<file path="src/rtl/flagfield_unit.sv">
module flagfield_unit #(
  parameter int NF = 8,
  parameter int FW = 4
) (
  input  logic                    clk,
  input  logic                    rst_n,
  input  logic [2:0]              op,
  input  logic [$clog2(NF)-1:0]   fld_dst,
  input  logic [$clog2(NF)-1:0]   fld_src,
  input  logic [NF-1:0]           fmask,
  input  logic [NF*FW-1:0]        wdata,
  input  logic [FW-1:0]           imm,
  input  logic [$clog2(NF*FW)-1:0] bit_idx,
  output logic [NF*FW-1:0]        cr_q,
  output logic [NF*FW-1:0]        sr_q
);
  localparam int W  = NF * FW;
  localparam int IW = $clog2(NF);
  localparam int BW = $clog2(W);

  localparam logic [2:0] OP_CPY  = 3'd1;
  localparam logic [2:0] OP_CRMW = 3'd2;
  localparam logic [2:0] OP_SRMW = 3'd3;
  localparam logic [2:0] OP_SRIM = 3'd4;
  localparam logic [2:0] OP_BSET = 3'd5;
  localparam logic [2:0] OP_BCLR = 3'd6;

  logic [W-1:0]  nmask, dst_m, bit_m, cpy_val, mw_cr, mw_sr, im_sr;
  logic [BW-1:0] src_sh, dst_sh, bpos;
  logic [FW-1:0] src_nib;
  logic          bit_lock;

  genvar k;
  generate
    for (k = 0; k < NF; k++) begin : g_nib
      assign nmask[W-1-FW*k -: FW] = {FW{fmask[NF-1-k]}};
    end
  endgenerate

  assign src_sh  = BW'(FW) * BW'(IW'(NF-1) - fld_src);
  assign dst_sh  = BW'(FW) * BW'(IW'(NF-1) - fld_dst);
  assign src_nib = FW'(cr_q >> src_sh);
  assign dst_m   = W'({FW{1'b1}}) << dst_sh;

  assign cpy_val = (cr_q & ~dst_m) | (W'(src_nib) << dst_sh);
  assign mw_cr   = (wdata & nmask) | (cr_q & ~nmask);
  assign mw_sr   = (wdata & nmask) | (sr_q & ~nmask);
  assign im_sr   = (sr_q & ~dst_m) | (W'(imm) << dst_sh);

  assign bpos     = BW'(W-1) - bit_idx;
  assign bit_m    = W'(1) << bpos;
  assign bit_lock = (bit_idx == BW'(1)) || (bit_idx == BW'(2));

  always_ff @(posedge clk) begin
    if (!rst_n) begin
      cr_q <= '0;
      sr_q <= '0;
    end else begin
      case (op)
        OP_CPY:  cr_q <= cpy_val;
        OP_CRMW: cr_q <= mw_cr;
        OP_SRMW: sr_q <= mw_sr;
        OP_SRIM: sr_q <= im_sr;
        OP_BSET: if (!bit_lock) sr_q <= sr_q | bit_m;
        OP_BCLR: if (!bit_lock) sr_q <= sr_q & ~bit_m;
        default: ;
      endcase
    end
  end
endmodule

</file>
<file path="config.mk">
export PLATFORM = sky130hd
export DESIGN_NAME = flagfield_unit
export DESIGN_NICKNAME = d
export VERILOG_FILES = /design/src/rtl/flagfield_unit.sv
export SDC_FILE = /design/constraint.sdc
export NUM_CORES = 1
export LEC_CHECK = 0
export BUFFER_PORTS_ARGS = -buffer_cell sky130_fd_sc_hd__buf_4
export CELL_PAD_IN_SITES_DETAIL_PLACEMENT = 1
export CELL_PAD_IN_SITES_GLOBAL_PLACEMENT = 2
export CORE_UTILIZATION = 27
export CTS_CLUSTER_SIZE = 16
export DETAILED_ROUTE_END_ITERATION = 10
export PLACE_DENSITY = 0.8
export SYNTH_ARGS = -nofsm -noshare
export SYNTH_HDL_FRONTEND = slang
export SYNTH_SLANG_ARGS = --single-unit
</file>
<file path="constraint.sdc">
create_clock -name clk -period 1.5 [get_ports clk]
set_input_delay 0.3 -clock clk [delete_from_list [all_inputs] [get_ports clk]]
set_output_delay 0.3 -clock clk [all_outputs]
set_load 0.01 [all_outputs]
</file>
After elaboration in Yosys (flattened, before gate mapping)
Cells that the tools add are included.
{"block": "word_totals", "elab_cells": 42, "output_inout_bits": 64, "ff_bits": 64, "in_bits": 60}
{"block": "classes", "shift": 5, "add_sub_neg": 3, "n_eq_ne": 10, "n_reduce_logical": 4, "n_mux": 4, "bitwise_logic": 14}
{"cell": "32-bit AND", "count": 6}
{"cell": "32-bit bitwise OR", "count": 5}
{"cell": "32-bit case mux with 4 select lines", "count": 1}
{"cell": "32-bit inverter", "count": 3}
{"cell": "32-bit 2-to-1 mux", "count": 2}
{"cell": "32-bit case mux with 2 select lines", "count": 1}
{"cell": "4-bit by 5-bit << shifter with 32-bit output", "count": 2}
{"cell": "1-bit by 5-bit << shifter with 32-bit output, first input constant", "count": 1}
{"cell": "4-bit by 5-bit << shifter with 32-bit output, first input constant", "count": 1}
{"cell": "32-bit by 5-bit >> shifter with 4-bit output", "count": 1}
{"cell": "3-bit equality test, second input constant", "count": 3}
{"cell": "3-bit by 2-bit equality test with 1-bit output, second input constant", "count": 2}
{"cell": "3-bit subtractor, first input constant", "count": 2}
{"cell": "5-bit by 1-bit equality test with 1-bit output, second input constant", "count": 1}
{"cell": "5-bit by 2-bit equality test with 1-bit output, second input constant", "count": 1}
{"cell": "5-bit subtractor, first input constant", "count": 1}
{"cell": "2-bit inequality test, second input constant", "count": 2}
{"cell": "4-bit nonzero test", "count": 1}
{"cell": "3-bit by 1-bit equality test with 1-bit output, second input constant", "count": 1}
{"cell": "3-bit AND reduction", "count": 1}
{"cell": "2-bit nonzero test", "count": 1}
{"cell": "1-bit logical OR", "count": 1}

Logic depth before layout (Yosys ltp)
{"block": "logic_depth", "word_depth": 6, "depth_mapped": 7, "ltp_nobuf": 5}

Worst setup path after synthesis
Ideal clock, no wire load.
{"block": "synth_path", "path_type": "input port to flip-flop", "from": "input port op[2]", "to": "register with a tool-made name", "n_path_buf": 2, "arrival_time_ps": 1518, "t_required_ps": 1379, "path_slack_ps": -140, "stages": 7, "setup_time_ps": 121, "cell_sequence": "buf_4 -> a21bo_2 -> a221o_1 -> buf_6 -> and3_4 -> a211oi_2 -> o2bb2ai_1"}
{"item": "from (decl)", "line": "7", "rtl": "input logic [2:0] op,"}

==> results.md <==
* Status: finished, violations left
* Failing checks: negative setup slack
* Clock slew at reported path FFs at 0.06 ns
* CP max FO at 5
* Post-Syn Area at 4250 um^2
* Cells after DPL at 922
* WL/cell at between 20 and 25 um
* Initial antenna violation count at 0
* Number of global-route vias before repair at ~5400
* WP data required at 1.77 ns
* Delay-heaviest family, CP: multiplexers
* Share of cells above drive strength 1 at 40.2%
* Commonest non-fill, non-tap cell in the layout: buf_4
* Slowest cell on crit path: mux4_2
* Cells after synthesis at 536
* First-pass GRT wire length at 30.3 mm
* Hold depth at 3
* Final slew viol count at 0
* Syn_area_per_cell at slightly below 8 um^2
* Place WS at -0.342 ns
* Post-synth top area share at 30.1%
* Worst setup SP type: flop
* Post-synth ARST share at 0%
* MaxCap Viol Count at 0
* Clk_skew at 0.0109 ns
* Clock Root Buffer: clkbuf_16
* Largest net degree at the start of global routing at 40
* GRT Total Usage at 24.5%
* Initial core utilization at 27.8%
* Final setup vio count at 2
* Non-filler cells, final at 938
* End-of-flow core utilization at 42.6%
* Area growth from synthesis to layout at 53.3%
* Post-route ant nets at 0
* IO Count at 124
* Number of synthesized flops with an enable pin at 0
* HP Class: primary input to flop
* Clock latency on the worst-skew pair at 0.35 ns
* Core ar. at roughly 15000 um^2
* Initial drt markers at 467
* Commonest non-fill, non-tap cells in the layout: buf_4, o21ai_0, dfxtp_1
* Vias after detailed routing at around 5300
* Vert. Die Dim at ~130 um
* Synth top area cells: dfxtp_1, o21ai_0, nand3_1
* CP peak stage delay at 0.53 ns
* Sequential area share after synthesis at 30.1%
* Ys flop type: dfxtp_1
* CTS tree: yes
* Die outline width at about 130 um
* Crit path time final at around 1.5 ns
* Critical Path Stages at 6
* Fmax at 0.664 GHz
* PD cells at 848 nW/um^2
* Number of cells on the worst reg-to-reg path at 6
* Unrepaired setup endpoints after global routing: true
* Final-layout fill cell count at 1845
* Clock Path Buffers at 2
* Final GP Congestion at 0.904
* Pre-Repair DR Iteration Count at 5
* Post-DP HPWL at about 16 mm
* Relative slew slack at 69.5%
* Crit path DAT at between 1.5 and 2 ns
* Hold buffers post-CTS at 0
* Clock Sinks at 64
* Nets at between 700 and 800
* Detailed-route vias per instance at 5.67
* Num rows at 45
* Crit path capture type: flop
* Post-synth cell types at 56
* Die area at 16300 um^2
* Total Wirelength at 19.9 mm
* Cell area after layout at 6520 um^2
* Post-place instance area at 6110 um^2
* Htree depth at 3
* Static Leak at 2.64 nW
* Cell breakdown of the critical path: mux2i_2, mux4_2, nor2_4, buf_6, a31oi_2, a21oi_1
* Remaining DRCs at 0
* Synth Warn # at 0
* Fin Setup TNS at -0.00648 ns
* #FFs+latches synth at 64
* Final hold violations at 0
* Crit path kind: flop to flop
* Global route overflow at 0
* Post-route worst setup slack at -0.00542 ns
* Final period utilization at 100%
* Slew @ Worst Pin at about 0.46 ns
* Maximum VDD drop at 0.000574 V
* Synth area leader: dfxtp_1
* Syn_nets at 596
* Worst path bufs/invs at 1
* Antenna cells at 0
* IO Port Bufs at 123
* CTS buffer count at 9
final cells by class:
cell class / instances / area, um^2 / share of cell area (%)
Multi-Input combinational cell: 420 / 2860 / 43.8
Timing Repair Buffer: 226 / 1800 / 27.7
Sequential cell: 64 / 1290 / 19.7
Tap cell: 211 / 264 / 4.05
Clock buffer: 10 / 239 / 3.66
Clock inverter: 6 / 66.3 / 1.02
Inverter: 1 / 3.75 / 0.0575
kinds of logic after synthesis:
| group | after synthesis | synth area share (%) |
|---|---|---|
| AOI/OAI and AO/OA | 232 | 37.1 |
| buffers and inverters | 52 | 5.62 |
| and+or+nand+nor | 163 | 20.7 |
| DFF | 64 | 30.1 |
| muxes | 25 | 6.41 |
cells in the mapped netlist (all sizes together) (7+ instances only):
library cell and count:
dfxtp 64, and3 8, o311a 7, a22oi 7, mux2i 16, o21ai 64
mux2 8, a21oi 29, nor2b 8, o211ai 7, nand2 33, nor2 21
clkbuf 30, nand3 59, a32oi 28, buf 21, a32o 19, o31ai 17
a31oi 33
metal layers:
layer,global-route usage [%],up-vias,wire length [um]
met5,0,-,0
met4,9.87,0,502
met3,4.06,33,991
met1,32.0,2619,9070
met2,40.2,182,9330
li1,-,2484,-
metrics by stage:
stage          power (mW)  hold WS (ns)
2_1_floorplan        2.56         0.466
3_3_place_gp         3.27         0.454
3_5_place_dp         3.31         0.464
4_1_cts              5.53         0.246
5_1_grt              5.75         0.273
6_report             5.53         0.255
worst register-to-register path: stages, from the launching register on:
cell,delay [ns]
dfxtp_2,0.34
mux2i_2,0.08
mux4_2,0.53
nor2_4,0.14
buf_6,0.14
a31oi_2,0.05
a21oi_1,0.15
where the power goes:
group | leakage [nW] | switching [mW] | total (mW) | internal [mW]
sequential | 0.523 | 0.0781 | 1.87 | 1.79
combinational | 1.98 | 0.774 | 1.45 | 0.680
clock | 0.141 | 0.876 | 2.21 | 1.33
total | 2.64 | 1.73 | 5.53 | 3.80
worst paths after layout:
check | start | end | slack, ns
min | wdata[3] | flop | 0.25
max | flop | flop | -0.005
max reg2reg | flop | flop | -0.005
min reg2reg | flop | flop | 0.47
timing repair:
| action | 4_1_cts | 5_1_grt |
|---|---|---|
| endpoints found under the setup margin | 8 | 30 |
| buffers inserted | 0 | 0 |
| gates resized for setup | 10 | 20 |
| pin swaps | 8 | 4 |
(Power assumes the default switching activity.)
